===== config.mk =====
export PLATFORM = sky130hd
export DESIGN_NAME = gpio_tmr_pinctl
export DESIGN_NICKNAME = d
export VERILOG_FILES = /design/src/rtl/gpio_tmr_pkg.sv /design/src/rtl/gpio_cfg_reg.sv /design/src/rtl/gpio_pin_mux.sv /design/src/rtl/gpio_irq_sync.sv /design/src/rtl/gpio_tmr_pinctl.sv
export SDC_FILE = /design/constraint.sdc
export NUM_CORES = 1
export LEC_CHECK = 0
export ABC_CLOCK_PERIOD_IN_PS = 1250
export BUFFER_PORTS_ARGS = -buffer_cell sky130_fd_sc_hd__buf_4
export CELL_PAD_IN_SITES_DETAIL_PLACEMENT = 1
export CELL_PAD_IN_SITES_GLOBAL_PLACEMENT = 1
export CORE_ASPECT_RATIO = 1.1
export CORE_MARGIN = 4
export CORE_UTILIZATION = 35
export CTS_CLUSTER_DIAMETER = 60
export CTS_CLUSTER_SIZE = 10
export DETAILED_ROUTE_END_ITERATION = 12
export HOLD_SLACK_MARGIN = 0.02
export PLACE_DENSITY_LB_ADDON = 0.1
export RECOVER_POWER = 25
export SLEW_MARGIN = 30
export SYNTH_ARGS = -nofsm -noshare
export SYNTH_HDL_FRONTEND = slang
export SYNTH_SLANG_ARGS = --single-unit

===== constraint.sdc =====
create_clock -name clk -period 1.25 [get_ports clk]
set_input_delay 0 -clock clk [delete_from_list [all_inputs] [get_ports clk]]
set_output_delay 0 -clock clk [all_outputs]
set_load 0.02 [all_outputs]

===== src/rtl/gpio_tmr_pkg.sv =====
package gpio_tmr_pkg;
   typedef struct packed {
      logic tmr_out;
      logic irq_en;
      logic irq_low;
      logic ttl_sel;
      logic rsvd;
      logic od;
      logic pu;
      logic oe;
   } pin_cfg_t;

   localparam int        CFG_W     = 8;
   localparam logic [7:0] CFG_WMASK = 8'hF7;
endpackage


===== src/rtl/gpio_cfg_reg.sv =====
module gpio_cfg_reg
   import gpio_tmr_pkg::*;
#(
   parameter int                ADDR_W  = 8,
   parameter logic [ADDR_W-1:0] MY_ADDR = '0
) (
   input  logic              clk,
   input  logic              rst_n,
   input  logic              we,
   input  logic [ADDR_W-1:0] addr,
   input  logic [CFG_W-1:0]  wdata,
   output pin_cfg_t          cfg_o,
   output logic              hit_o
);
   pin_cfg_t cfg_q;

   assign hit_o = (addr == MY_ADDR);

   always_ff @(posedge clk or negedge rst_n) begin
      if (!rst_n) begin
         cfg_q <= '0;
      end else if (we && hit_o) begin
         cfg_q <= pin_cfg_t'(wdata & CFG_WMASK);
      end
   end

   assign cfg_o = cfg_q;

   // reserved bit never holds a one
   p_rsvd_zero_r3: assert property (@(posedge clk) disable iff (!rst_n)
      cfg_q.rsvd == 1'b0);

   // a write to another address leaves the register alone
   p_miss_keeps_r2: assert property (@(posedge clk) disable iff (!rst_n)
      (!hit_o) |=> $stable(cfg_q));
endmodule


===== src/rtl/gpio_pin_mux.sv =====
module gpio_pin_mux
   import gpio_tmr_pkg::*;
(
   input  logic     clk,
   input  logic     rst_n,
   input  pin_cfg_t cfg,
   input  logic     port_bit,
   input  logic     tmr_bit,
   input  logic     pad_in,
   output logic     pad_out,
   output logic     pad_oe,
   output logic     pad_pu,
   output logic     tmr_cap
);
   logic drive_val;
   logic push_high;

   assign drive_val = cfg.tmr_out ? tmr_bit : port_bit;

   always_comb begin
      if (cfg.od) begin
         pad_out = 1'b0;
         pad_oe  = cfg.oe & ~drive_val;
      end else begin
         pad_out = drive_val;
         pad_oe  = cfg.oe;
      end
   end

   assign push_high = cfg.oe & ~cfg.od & drive_val;
   assign pad_pu    = cfg.pu & ~push_high;
   assign tmr_cap   = (cfg.oe && !cfg.tmr_out) ? port_bit : pad_in;

   // an open-drain pin is never driven high
   p_od_no_high_r7: assert property (@(posedge clk) disable iff (!rst_n)
      (pad_oe && pad_out) |-> !cfg.od);

   // pull-up never fights an active high drive
   p_pu_off_r8: assert property (@(posedge clk) disable iff (!rst_n)
      (pad_oe && pad_out) |-> !pad_pu);

   // timer routing ignores the interrupt enable
   p_tmr_route_r6: assert property (@(posedge clk) disable iff (!rst_n)
      (cfg.oe && cfg.tmr_out && !cfg.od) |-> (pad_out == tmr_bit));

   // input pins never drive
   p_in_no_drive_r4: assert property (@(posedge clk) disable iff (!rst_n)
      (!cfg.oe) |-> (!pad_oe && tmr_cap == pad_in));
endmodule


===== src/rtl/gpio_irq_sync.sv =====
module gpio_irq_sync #(
   parameter int STAGES = 2
) (
   input  logic clk,
   input  logic rst_n,
   input  logic pad_in,
   input  logic irq_en,
   input  logic irq_low,
   output logic irq_o
);
   logic [STAGES-1:0] sync_q;

   generate
      if (STAGES < 2) begin : g_bad
         $error("gpio_irq_sync: STAGES must be at least 2");
      end
   endgenerate

   always_ff @(posedge clk or negedge rst_n) begin
      if (!rst_n) begin
         sync_q <= '0;
      end else begin
         sync_q <= {sync_q[STAGES-2:0], pad_in};
      end
   end

   assign irq_o = irq_en & (sync_q[STAGES-1] ^ irq_low);

   // no request while disabled
   p_irq_gate_r9: assert property (@(posedge clk) disable iff (!rst_n)
      (!irq_en) |-> !irq_o);
endmodule


===== src/rtl/gpio_tmr_pinctl.sv =====
module gpio_tmr_pinctl
   import gpio_tmr_pkg::*;
#(
   parameter int                NUM_PINS    = 2,
   parameter int                ADDR_W      = 8,
   parameter logic [ADDR_W-1:0] BASE_ADDR   = 8'h0A,
   parameter int                SYNC_STAGES = 2
) (
   input  logic                clk,
   input  logic                rst_n,
   input  logic [ADDR_W-1:0]   bus_addr,
   input  logic [CFG_W-1:0]    bus_wdata,
   input  logic                bus_we,
   output logic [CFG_W-1:0]    bus_rdata,
   input  logic [NUM_PINS-1:0] port_data,
   input  logic [NUM_PINS-1:0] tmr_pulse,
   input  logic [NUM_PINS-1:0] pad_in,
   output logic [NUM_PINS-1:0] pad_out,
   output logic [NUM_PINS-1:0] pad_oe,
   output logic [NUM_PINS-1:0] pad_pu,
   output logic [NUM_PINS-1:0] tmr_cap,
   output logic [NUM_PINS-1:0] pin_irq
);
   localparam int TOP_ADDR = int'(BASE_ADDR) + NUM_PINS;

   generate
      if (NUM_PINS < 1) begin : g_bad_n
         $error("gpio_tmr_pinctl: NUM_PINS must be at least 1");
      end
      if (TOP_ADDR > (1 << ADDR_W)) begin : g_bad_a
         $error("gpio_tmr_pinctl: register window exceeds address space");
      end
   endgenerate

   pin_cfg_t            cfg_q [NUM_PINS];
   logic [NUM_PINS-1:0] hit;

   for (genvar i = 0; i < NUM_PINS; i++) begin : g_pin
      gpio_cfg_reg #(
         .ADDR_W (ADDR_W),
         .MY_ADDR(ADDR_W'(int'(BASE_ADDR) + i))
      ) u_cfg (
         .clk  (clk),
         .rst_n(rst_n),
         .we   (bus_we),
         .addr (bus_addr),
         .wdata(bus_wdata),
         .cfg_o(cfg_q[i]),
         .hit_o(hit[i])
      );

      gpio_pin_mux u_mux (
         .clk     (clk),
         .rst_n   (rst_n),
         .cfg     (cfg_q[i]),
         .port_bit(port_data[i]),
         .tmr_bit (tmr_pulse[i]),
         .pad_in  (pad_in[i]),
         .pad_out (pad_out[i]),
         .pad_oe  (pad_oe[i]),
         .pad_pu  (pad_pu[i]),
         .tmr_cap (tmr_cap[i])
      );

      gpio_irq_sync #(.STAGES(SYNC_STAGES)) u_irq (
         .clk    (clk),
         .rst_n  (rst_n),
         .pad_in (pad_in[i]),
         .irq_en (cfg_q[i].irq_en),
         .irq_low(cfg_q[i].irq_low),
         .irq_o  (pin_irq[i])
      );
   end

   always_comb begin
      bus_rdata = '0;
      for (int i = 0; i < NUM_PINS; i++) begin
         if (hit[i]) bus_rdata = cfg_q[i];
      end
   end

   // unmapped reads return zero
   p_rd_unmapped_r2: assert property (@(posedge clk) disable iff (!rst_n)
      (hit == '0) |-> (bus_rdata == '0));

   // read data never shows the reserved bit
   p_rd_rsvd_r3: assert property (@(posedge clk) disable iff (!rst_n)
      bus_rdata[3] == 1'b0);
endmodule


# Word-level counts from Yosys, hierarchy flattened
# Index checks and enable logic that the tools add are counted.
# word_totals
input_bits	25
ramBits	0
memories	0
latchBits	0
output_inout_bits	18
elab_cells	52
mem_bits_ro	0
reg_bits	18
# op_classes
n_mux	10
shifts	0
n_mul	0
add_sub_neg	0
n_reduce_logical	6
n_eq_ne	2
n_lt_le_gt_ge	0
n_div	0
n_bitwise	18
# op_table
op	count
$eq A8 B4 Y1 const B	2
$mux W8	2
$and A1 B1 Y1	10
$mux W1	8
$not A1 Y1	6
$logic_and A1 B1 Y1	4
$logic_not A1 Y1	2
$xor A1 B1 Y1	2

# Longest topological paths before layout
# Gate-level depths: netlist of run 1.
# depth
word_depth	5
depth_mapped	4
mapped_depth_nobuf	3

# Modules after synthesis
# From an unflattened synthesis of run 1, not the netlist that was laid out.
# unflattened
cells_unflattened	82
area_unflattened_um2	1013.5
# by_module_without_submodules
module	area_per_inst_um2	n_inst	seq_area_each_um2	cells_per_inst
gpio_cfg_reg at g_pin[1].u_cfg	342.8	1	175.2	23
gpio_cfg_reg at g_pin[0].u_cfg	327.8	1	175.2	21
gpio_irq_sync	65.1	2	50.0	4
gpio_pin_mux	55.1	2	0.0	8
gpio_tmr_pinctl	102.6	1	0.0	14

# Least setup slack after synthesis of run 1
# No wires, ideal clock.
# synth_timing
path_kind	input -> register
startpoint	input port bus_addr[7]
endpoint	register, netlist name g_pin[1].u_cfg.cfg_o[0]
arrival_time_ps	984
path_stages	4
setup_slack_ps	141
path_buffers	1
setup_time_ps	125
required_ps	1125
path_cell_list	nor3b_1 > and4_1 > buf_6 > mux2_2
# synth_between
elab_chain_len	2
# synth_lines
item	line_no	text
start, declared	gpio_tmr_pinctl.sv:11	input logic [ADDR_W-1:0] bus_addr,
$eq A8 B4 Y1	gpio_cfg_reg.sv:17	assign hit_o = (addr == MY_ADDR);
$logic_and A1 B1 Y1	gpio_cfg_reg.sv:22	end else if (we && hit_o) begin
# Every way passes these cells.
# A chain may end at the register's enable or synchronous reset.

# Worst setup path in the final report of run 1
# layout_timing
startpoint	register, netlist name g_pin[1].u_cfg.cfg_o[7]
endpoint	output port pad_pu[1]
# layout_between
elab_chain_len	4
# layout_lines
item	line_no	text
$mux W1	gpio_pin_mux.sv:18	assign drive_val = cfg.tmr_out ? tmr_bit : port_bit;
$and A1 B1 Y1	gpio_pin_mux.sv:30	assign push_high = cfg.oe & ~cfg.od & drive_val;
$not A1 Y1	gpio_pin_mux.sv:31	assign pad_pu = cfg.pu & ~push_high;
$and A1 B1 Y1	gpio_pin_mux.sv:31	
end, declared	gpio_tmr_pinctl.sv:20	output logic [NUM_PINS-1:0] pad_pu,
# Every way passes these cells.

==> impl_metrics.json, run 1 <==
{
  "vdd_drop_max_mv": 0.590,
  "ys_ff_latch": 18,
  "synthMuxAreaShare_pct": 27.1,
  "worstPathCellList": "mux2i_1 > nor2_1 > a21boi_1 > buf_4",
  "synthXorXnorAreaFrac_pct": 1.76,
  "critPathCaptureType": "output pin",
  "syn-mean-instance-area_um2": 12.0,
  "dieArea_um2": 3760,
  "synth_top_family_by_area": "multiplexers",
  "grt_max_degree": 19,
  "crit_fanout": 4,
  "hold_viol_final": 0,
  "fillCellCount": 317,
  "rsz0062_at_grt": "true",
  "max_stage_delay_ns": 0.41,
  "crit_required_ns": 1.25,
  "synth_compound_area_share_pct": 3.02,
  "final_cell_mix": "41 x buf_4, 18 x dfrtp_1, 15 x mux2_2, 10 x dlygate4sd3_1",
  "wl_per_cell_um": 14.9,
  "leakagePower_nw": 0.760,
  "worst_pin_slew_ns": 0.967,
  "synth_top_area_share_pct": 45.2,
  "final_cell_count_no_fill": 166,
  "max_slew_margin_pct": 35.5,
  "worstSetupStartpointType": "register",
  "globalplace.congestion": 0.676,
  "worstSkewPairLatency_ns": 0.29,
  "slew_viol_final": 0,
  "synthAdderAreaFrac_pct": 0,
  "clock-sinks": 18,
  "synth_edf_count": 0,
  "layout.nets": 159,
  "hpwl_um": 1910,
  "drcViolationCount": 0,
  "cts_buffer_depth": 2,
  "clkTransAtPathRegs_ns": 0.11,
  "violations": "negative setup slack",
  "yosys.cell_types.count": 19,
  "placed_cell_area_um2": 1270,
  "syn_nets": 108,
  "ant_nets": 0,
  "cp.arrival_ns": 1.36,
  "overflow": 0,
  "diodes": 0,
  "period_needed_ns": 1.36,
  "area_growth_pct": 48.2,
  "grt_pass1_vias": 809,
  "final_common_cell": "buf_4",
  "yosysSeqAreaShare_pct": 45.2,
  "core-area_um2": 2750,
  "postSynthCellCount": 83,
  "synth_top_area_cell": "dfrtp_1",
  "fin_skew_ns": 0.000235,
  "design_area_um2": 1480,
  "die_w_um": 58.9,
  "p_per_area_nw_per_um2": 838,
  "layout_worst_path_cycle_share_pct": 109,
  "ios": 43,
  "rows": 20,
  "cts_root_buf": "clkbuf_4",
  "chipHeight_um": 63.9,
  "synth-simple-area-share_pct": 11.8,
  "setup_viol_count_final": 7,
  "synth_area_um2": 996,
  "initial_core_util_pct": 36.2,
  "via_per_inst": 4.72,
  "synth.area.top_cells": "dfrtp_1 45%, mux2_2 18%, mux2i_1 9.0%",
  "drive_gt1_share_pct": 53.4,
  "outcome": "complete, but fails checks",
  "ys.flop_type": "dfrtp_1",
  "routed_wl_um": 2480,
  "worst_path_max_delay_cell": "dfrtp_1",
  "max_cap_violations": 0,
  "numCtsBuffers": 3,
  "grt_pass1_wl_um": 3830,
  "worstSetupPathType": "register to output pin",
  "cts_tree": "built",
  "firstDrtPassIters": 2,
  "place_inst": 147,
  "antenna_found_initial": 0,
  "fmax_ghz": 0.735,
  "postSynth.asyncResetShare_pct": 100,
  "portBuffers": 40,
  "initialDrtViolationCount": 4,
  "grt_usage_pct": 13.8,
  "h-tree-depth": 1,
  "yosys_warnings": 0,
  "min_path_type": "input pin to register",
  "timing.final.ws_setup_ns": -0.111,
  "num_vias": 783
}
## cell type report
class                           count  area, um2  share of cell area, %
Clock buffer                        4       36.3                   2.46
Inverter                            2       7.51                  0.508
Timing Repair Buffer               59        490                   33.2
Sequential cell                    18        450                   30.5
Tap cell                           33       41.3                   2.80
Multi-Input combinational cell     50        450                   30.5
## state kept, by name, indices dropped and copies added (netlist names)
name,flops
g_pin.u_irq.sync_q,4
g_pin.u_cfg.cfg_o,14
## Yosys cell counts (2+ instances only)
library cell   n
dfrtp_1       18
mux2_2        16
buf_4         11
mux2i_1        9
nor2_1         9
a21boi_0       2
and2_1         2
inv_1          2
nand2b_1       2
o21a_1         2
xor2_1         2
## timing repair
| action | in CTS | in global routing |
|---|---|---|
| endpoints found under the setup margin | 5 | 10 |
| hold buffers | 10 | 0 |
| hold endpoints to repair | 34 | 0 |
| pin swaps | 3 | 1 |
| setup buffers | 4 | 1 |
| resized for setup | 8 | 3 |
## final timing paths
path	start	endpoint	slack (ns)	depth (start not counted)
max	g_pin[1].u_cfg.cfg_o[7]	pad_pu[1]	-0.11	4
min	bus_we	g_pin[0].u_cfg.cfg_o[1]	0.20	3
min reg2reg	g_pin[0].u_irq.sync_q[0]	g_pin[0].u_irq.sync_q[1]	0.37	0
min in group asynchronous	rst_n	g_pin[0].u_irq.sync_q[1]	0.37	2
max in group asynchronous	rst_n	g_pin[1].u_cfg.cfg_o[0]	0.29	2
max reg2reg	g_pin[0].u_cfg.cfg_o[0]	g_pin[0].u_cfg.cfg_o[0]	0.31	2
## per-layer routing
metal | vias up | GRT usage (%) | part of all wire (%)
li1 | 372 | - | -
met1 | 382 | 15.8 | 37
met2 | 25 | 25.0 | 56
met3 | 4 | 2.83 | 5.5
met4 | 0 | 4.53 | 1.6
met5 | - | 0 | 0
## critical path, delay by kind of cell (launching register included)
family | cells | cell delay [ns]
compound gates | 1 | 0.15
buf+inv | 1 | 0.16
flops | 1 | 0.41
simple gates | 1 | 0.09
mux | 1 | 0.26
## power breakdown
part | switching [mW] | internal (mW)
Combinational | 0.0970 | 0.150
Sequential | 0.0223 | 0.610
Clock | 0.180 | 0.178
## logic make-up (layout without fill, tap and decap cells)
family / after synthesis / in the layout
DFF: 18 / 18
AOI/OAI and AO/OA: 4 / 4
buffers and inverters: 15 / 65
and+or+nand+nor: 18 / 18
other: 1 / 1
muxes: 25 / 25
xor gates and xnor gates: 2 / 2
## through the flow
stage / total power, mW / hold slack (ns) / TNS [ns] / setup WS, ns / utilization (%)
after global routing: 1.30 / 0.218 / -1.37 / -0.224 / 53.6
final: 1.24 / 0.203 / -0.543 / -0.111 / 53.6
after detailed placement: 0.845 / -0.117 / -0.639 / -0.0568 / 46.1
after global placement: 0.838 / -0.121 / -0.118 / -0.0231 / 46.1
after floorplan: 0.750 / -0.296 / 0 / 0.141 / -
after CTS: 1.25 / 0.0994 / -0.479 / -0.106 / 53.1
Power figures use the tool's default switching activity.
==> inputs of run 2 (changes only) <==
- ABC_CLOCK_PERIOD_IN_PS: 1250 -> 1400
- CORE_ASPECT_RATIO: 1.1 -> 1.75
- SKIP_LAST_GASP: default -> 1
- clock period: 1.25 -> 1.4 ns (I/O delays scaled with it)
==> run 2 against run 1 <==
  * The flow now finishes without violations
  * Total power decreased by 3.6%
  * Routed wire length decreased by 6.2%
  * Worst setup slack improved by 0.19 ns
==> impl_metrics.json, run 2 (same netlist as run 1, synthesis figures left out) <==
{
  "crit_path_start": "g_pin[0].u_cfg.cfg_o[7]",
  "drive_gt1_share_pct": 51.2,
  "worstPathCellList": "mux2i_2 > nor2_1 > a21boi_1 > buf_4",
  "rows": 25,
  "initial_core_util_pct": 36.6,
  "slew_viol_final": 0,
  "vdd_drop_max_mv": 0.651,
  "leakagePower_nw": 0.726,
  "worst_path_max_delay_cell": "dfrtp_1",
  "grt_pass1_vias": 864,
  "core-area_um2": 2720,
  "p_per_area_nw_per_um2": 846,
  "ant_nets": 0,
  "worstSetupStartpointType": "register",
  "drcViolationCount": 0,
  "via_per_inst": 4.92,
  "portBuffers": 40,
  "die_w_um": 48.3,
  "layout.nets": 153,
  "wl_per_cell_um": 15.1,
  "firstDrtPassIters": 3,
  "critPathCaptureType": "output pin",
  "numCtsBuffers": 3,
  "cts_tree": "built",
  "worstSetupPathType": "register to output pin",
  "reg2regPathDepth": 2,
  "initialDrtViolationCount": 18,
  "overflow": 0,
  "r2r_slack_ns": 0.49,
  "cts_buffer_depth": 2,
  "setup.worst_path.end": "pad_pu[0]",
  "h-tree-depth": 1,
  "chipHeight_um": 78.6,
  "clock-sinks": 18,
  "layout_worst_path_cycle_share_pct": 94.1,
  "outcome": "complete, no violations",
  "r2r-end": "g_pin[0].u_cfg.cfg_o[7]",
  "fin_skew_ns": 0.000430,
  "cp.arrival_ns": 1.32,
  "cts_root_buf": "clkbuf_8",
  "reg2reg_from": "g_pin[0].u_cfg.cfg_o[7]",
  "hpwl_um": 1780,
  "final_cell_mix": "42 x buf_4, 18 x dfrtp_1, 16 x mux2_2, 10 x dlygate4sd3_1, 9 x nor2_1",
  "routed_wl_um": 2330,
  "antenna_found_initial": 0,
  "clkTransAtPathRegs_ns": 0.07,
  "area_growth_pct": 41.5,
  "dieArea_um2": 3800,
  "worstSkewPairLatency_ns": 0.25,
  "max_cap_violations": 0,
  "rsz0062_at_grt": "true",
  "min_path_type": "input pin to register",
  "period_needed_ns": 1.32,
  "timing.final.ws_setup_ns": 0.0827,
  "worst_pin_slew_ns": 0.950,
  "grt_max_degree": 19,
  "crit_required_ns": 1.40,
  "crit_fanout": 3,
  "setup_viol_count_final": 0,
  "hold_viol_final": 0,
  "max_stage_delay_ns": 0.39,
  "path_depth": 4,
  "post-place-ws_ns": -0.00175,
  "final_common_cell": "buf_4",
  "grt_pass1_wl_um": 3860,
  "largest_register_ffs": 14,
  "crit_buf_inv": 1,
  "grt_usage_pct": 12.9,
  "whs_ns": 0.280,
  "diodes": 0,
  "max_slew_margin_pct": 36.6,
  "globalplace.congestion": 0.661,
  "num_vias": 758,
  "ios": 43,
  "crit_family": "flip-flops",
  "fmax_ghz": 0.759,
  "p_total_mw": 1.19
}
-- run 2: repair_timing --
item,in CTS,in global routing
hold buffers,10,0
endpoints found under the hold margin,34,0
buffers inserted,2,0
endpoints found under the setup margin,1,2
gates resized for setup,1,2
-- run 2: final cells by class --
class	instances	area, um2
fill	301	1310
tap	27	33.8
sequential	18	450
inverter	2	7.51
clock buffer	4	55.1
multi-input combinational	50	443
timing repair buffer	53	419
-- run 2: worst min-delay path by stage --
stage | slack (ns) | endpoint | startpoint | cells after the start
after CTS | 0.15 | g_pin[1].u_cfg.cfg_o[2] | rst_n | 2
after floorplan | -0.30 | g_pin[0].u_cfg.cfg_o[0] | rst_n | 0
after global placement | -0.12 | g_pin[1].u_cfg.cfg_o[1] | rst_n | 1
after detailed placement | -0.12 | g_pin[1].u_cfg.cfg_o[2] | rst_n | 1
final | 0.28 | g_pin[0].u_cfg.cfg_o[7] | bus_we | 3
after global routing | 0.30 | g_pin[0].u_cfg.cfg_o[7] | bus_we | 3
-- run 2: report_power, final --
group	switching (mW)	internal, mW	total [mW]
Sequential	0.0194	0.545	0.564
Clock	0.178	0.250	0.428
Combinational	0.0812	0.119	0.200
Total	0.278	0.914	1.19
-- run 2: per-stage QoR --
stage / area (um2) / TNS, ns / util [%] / std cells
floorplan: 996 / 0 / - / 83
global placement: 1240 / 0 / 45.5 / 138
detailed placement: 1240 / -0.00175 / 45.5 / 138
CTS: 1410 / 0 / 51.9 / 154
global route: 1410 / -0.0197 / 51.8 / 154
finish: 1410 / 0 / 51.8 / 154
-- run 2: metal layers --
layer / routed length (um) / track usage [%] / up-vias
met4: 26 / 4.99 / 0
li1: - / - / 357
met2: 1340 / 25.1 / 31
met3: 161 / 3.42 / 4
met5: 0 / 0 / -
met1: 797 / 12.2 / 366
-- run 2: tightest hold or removal path: stages --
cell      delay [ns]
buf_4           0.12
nand4b_2        0.20
mux2_2          0.18
==> inputs of run 3 (changes only) <==
- SETUP_SLACK_MARGIN: default -> 0.5
- SLEW_MARGIN: 30 -> 15
==> run 3 against run 2 <==
  * First-iteration DRC count shrank 56%
  * Maximum frequency grew 2.4%
  * Sequential power is essentially flat
  * Clock power shrank 20%
  * Worst hold slack lost 0.058 ns
  * Final cell count grew 4.5%
  * Core utilization grew 6.3 points
  * Routed wire length grew 10%
  * Highest routed layer unchanged
  * Clock skew is essentially flat
  * Die area is the same
  * Via count grew 2.1%
  * Flip-flop and latch count is the same
==> impl_metrics.json, run 3 (same netlist as run 1, synthesis figures left out) <==
{
  "grt_usage_pct": 14.2,
  "max_slew_margin_pct": 33.4,
  "globalplace.congestion": 0.651,
  "period_needed_ns": 1.29,
  "fin_skew_ns": 0.000470,
  "min_path_type": "input pin to register",
  "cts_buffer_depth": 2,
  "layout_worst_path_cycle_share_pct": 91.9,
  "drive_gt1_share_pct": 59.0,
  "via_per_inst": 4.81,
  "cts_root_buf": "clkbuf_8",
  "vdd_drop_max_mv": 0.445,
  "dieArea_um2": 3800,
  "hpwl_um": 1850,
  "hold_viol_final": 0,
  "max_cap_violations": 0,
  "firstDrtPassIters": 2,
  "initial_core_util_pct": 36.6,
  "grt_pass1_wl_um": 4240,
  "die_w_um": 48.3,
  "routed_wl_um": 2570,
  "fmax_ghz": 0.777,
  "largest_register_ffs": 14,
  "area_growth_pct": 58.5,
  "worst_pin_slew_ns": 0.999,
  "ant_nets": 0,
  "wl_per_cell_um": 16.0,
  "crit_fanout": 4,
  "worstSkewPairLatency_ns": 0.24,
  "critPathCaptureType": "output pin",
  "reg2regPathDepth": 3,
  "overflow": 0,
  "chipHeight_um": 78.6,
  "initialDrtViolationCount": 8,
  "slew_viol_final": 0,
  "rsz0062_at_grt": "true",
  "rows": 25,
  "portBuffers": 40,
  "numCtsBuffers": 3,
  "leakagePower_nw": 0.822,
  "final_cell_mix": "37 x buf_4, 17 x dfrtp_1, 13 x buf_6, 10 x dlygate4sd3_1",
  "clock-sinks": 18,
  "clkTransAtPathRegs_ns": 0.06,
  "outcome": "complete, no violations",
  "design_area_um2": 1580,
  "core-area_um2": 2720,
  "r2r_slack_ns": 0.37,
  "ios": 43,
  "worstSetupStartpointType": "register",
  "h-tree-depth": 1,
  "setup_viol_count_final": 0,
  "final_common_cell": "buf_4",
  "hold_depth": 3,
  "fin_tns_setup_ns": 0,
  "layout.nets": 161,
  "p_per_area_nw_per_um2": 733,
  "drcViolationCount": 0,
  "cp.arrival_ns": 1.29,
  "antenna_found_initial": 0,
  "fillCellCount": 294,
  "grt_pass1_vias": 902,
  "worstSetupPathType": "register to output pin",
  "diodes": 0,
  "cts_tree": "built",
  "grt_max_degree": 19,
  "crit_required_ns": 1.40,
  "placed_cell_area_um2": 1280,
  "num_vias": 774
}
==> run 3: cell count changes in the layout (fill, tap and decap cells not counted), sizes merged <==
cell / before / now
clkbuf: 5 / 4
buf: 42 / 50
==> run 3: per-layer routing <==
| metal | wire length, um | track usage (%) |
|---|---|---|
| met1 | 862 | 14.4 |
| met2 | 1540 | 27.0 |
| met3 | 119 | 3.23 |
| met4 | 48 | 4.99 |
| met5 | 0 | 0 |
==> run 3: worst paths after layout <==
kind | start | endpoint
max | g_pin[0].u_cfg.cfg_o[7] | pad_pu[0]
min reg2reg | g_pin[0].u_irq.sync_q[0] | g_pin[0].u_irq.sync_q[1]
min in group asynchronous | rst_n | g_pin[0].u_irq.sync_q[0]
min | bus_we | g_pin[0].u_cfg.cfg_o[1]
max reg2reg | g_pin[1].u_cfg.cfg_o[7] | g_pin[1].u_cfg.cfg_o[7]
max in group asynchronous | rst_n | g_pin[1].u_cfg.cfg_o[7]
==> run 3: area by class of cell <==
| cell class | count | area [um2] | area share, % |
|---|---|---|---|
| inverter | 2 | 7.51 | 0.475 |
| sequential | 18 | 452 | 28.6 |
| timing repair buffer | 61 | 528 | 33.4 |
| tap | 27 | 33.8 | 2.14 |
| multi-input combinational | 50 | 517 | 32.7 |
| clock buffer | 3 | 41.3 | 2.61 |
==> run 3: through the flow <==
stage                     util [%]  hold slack [ns]  total power, mW  setup WS [ns]  instances
after floorplan                  -           -0.296            0.677          0.314         83
after global placement        46.9           -0.116            0.754          0.119        139
after detailed placement      46.9           -0.114            0.760          0.109        139
after CTS                     56.0            0.169             1.16         0.0865        157
after global routing          58.0            0.222             1.23         0.0367        161
final                         58.0            0.223             1.16          0.113        161
==> run 3: timing repair <==
action / 4_1_cts / 5_1_grt
cloned: 0 / 0
hold buffers: 10 / 0
setup buffers: 5 / 4
gates resized for setup: 16 / 8
endpoints found under the setup margin: 31 / 31
pin swaps: 9 / 2
endpoints found under the hold margin: 34 / 0
==> run 3: worst max-delay path, stage by stage, from the launching register on <==
cell	delay (ns)
dfrtp_1	0.41
mux2i_2	0.29
nor2_2	0.06
a21boi_1	0.13
buf_4	0.16
==> run 3: power by group <==
group	switching [mW]	internal (mW)	leakage, nW
clock	0.153	0.190	0.0216
combinational	0.0953	0.151	0.562
sequential	0.0207	0.546	0.238
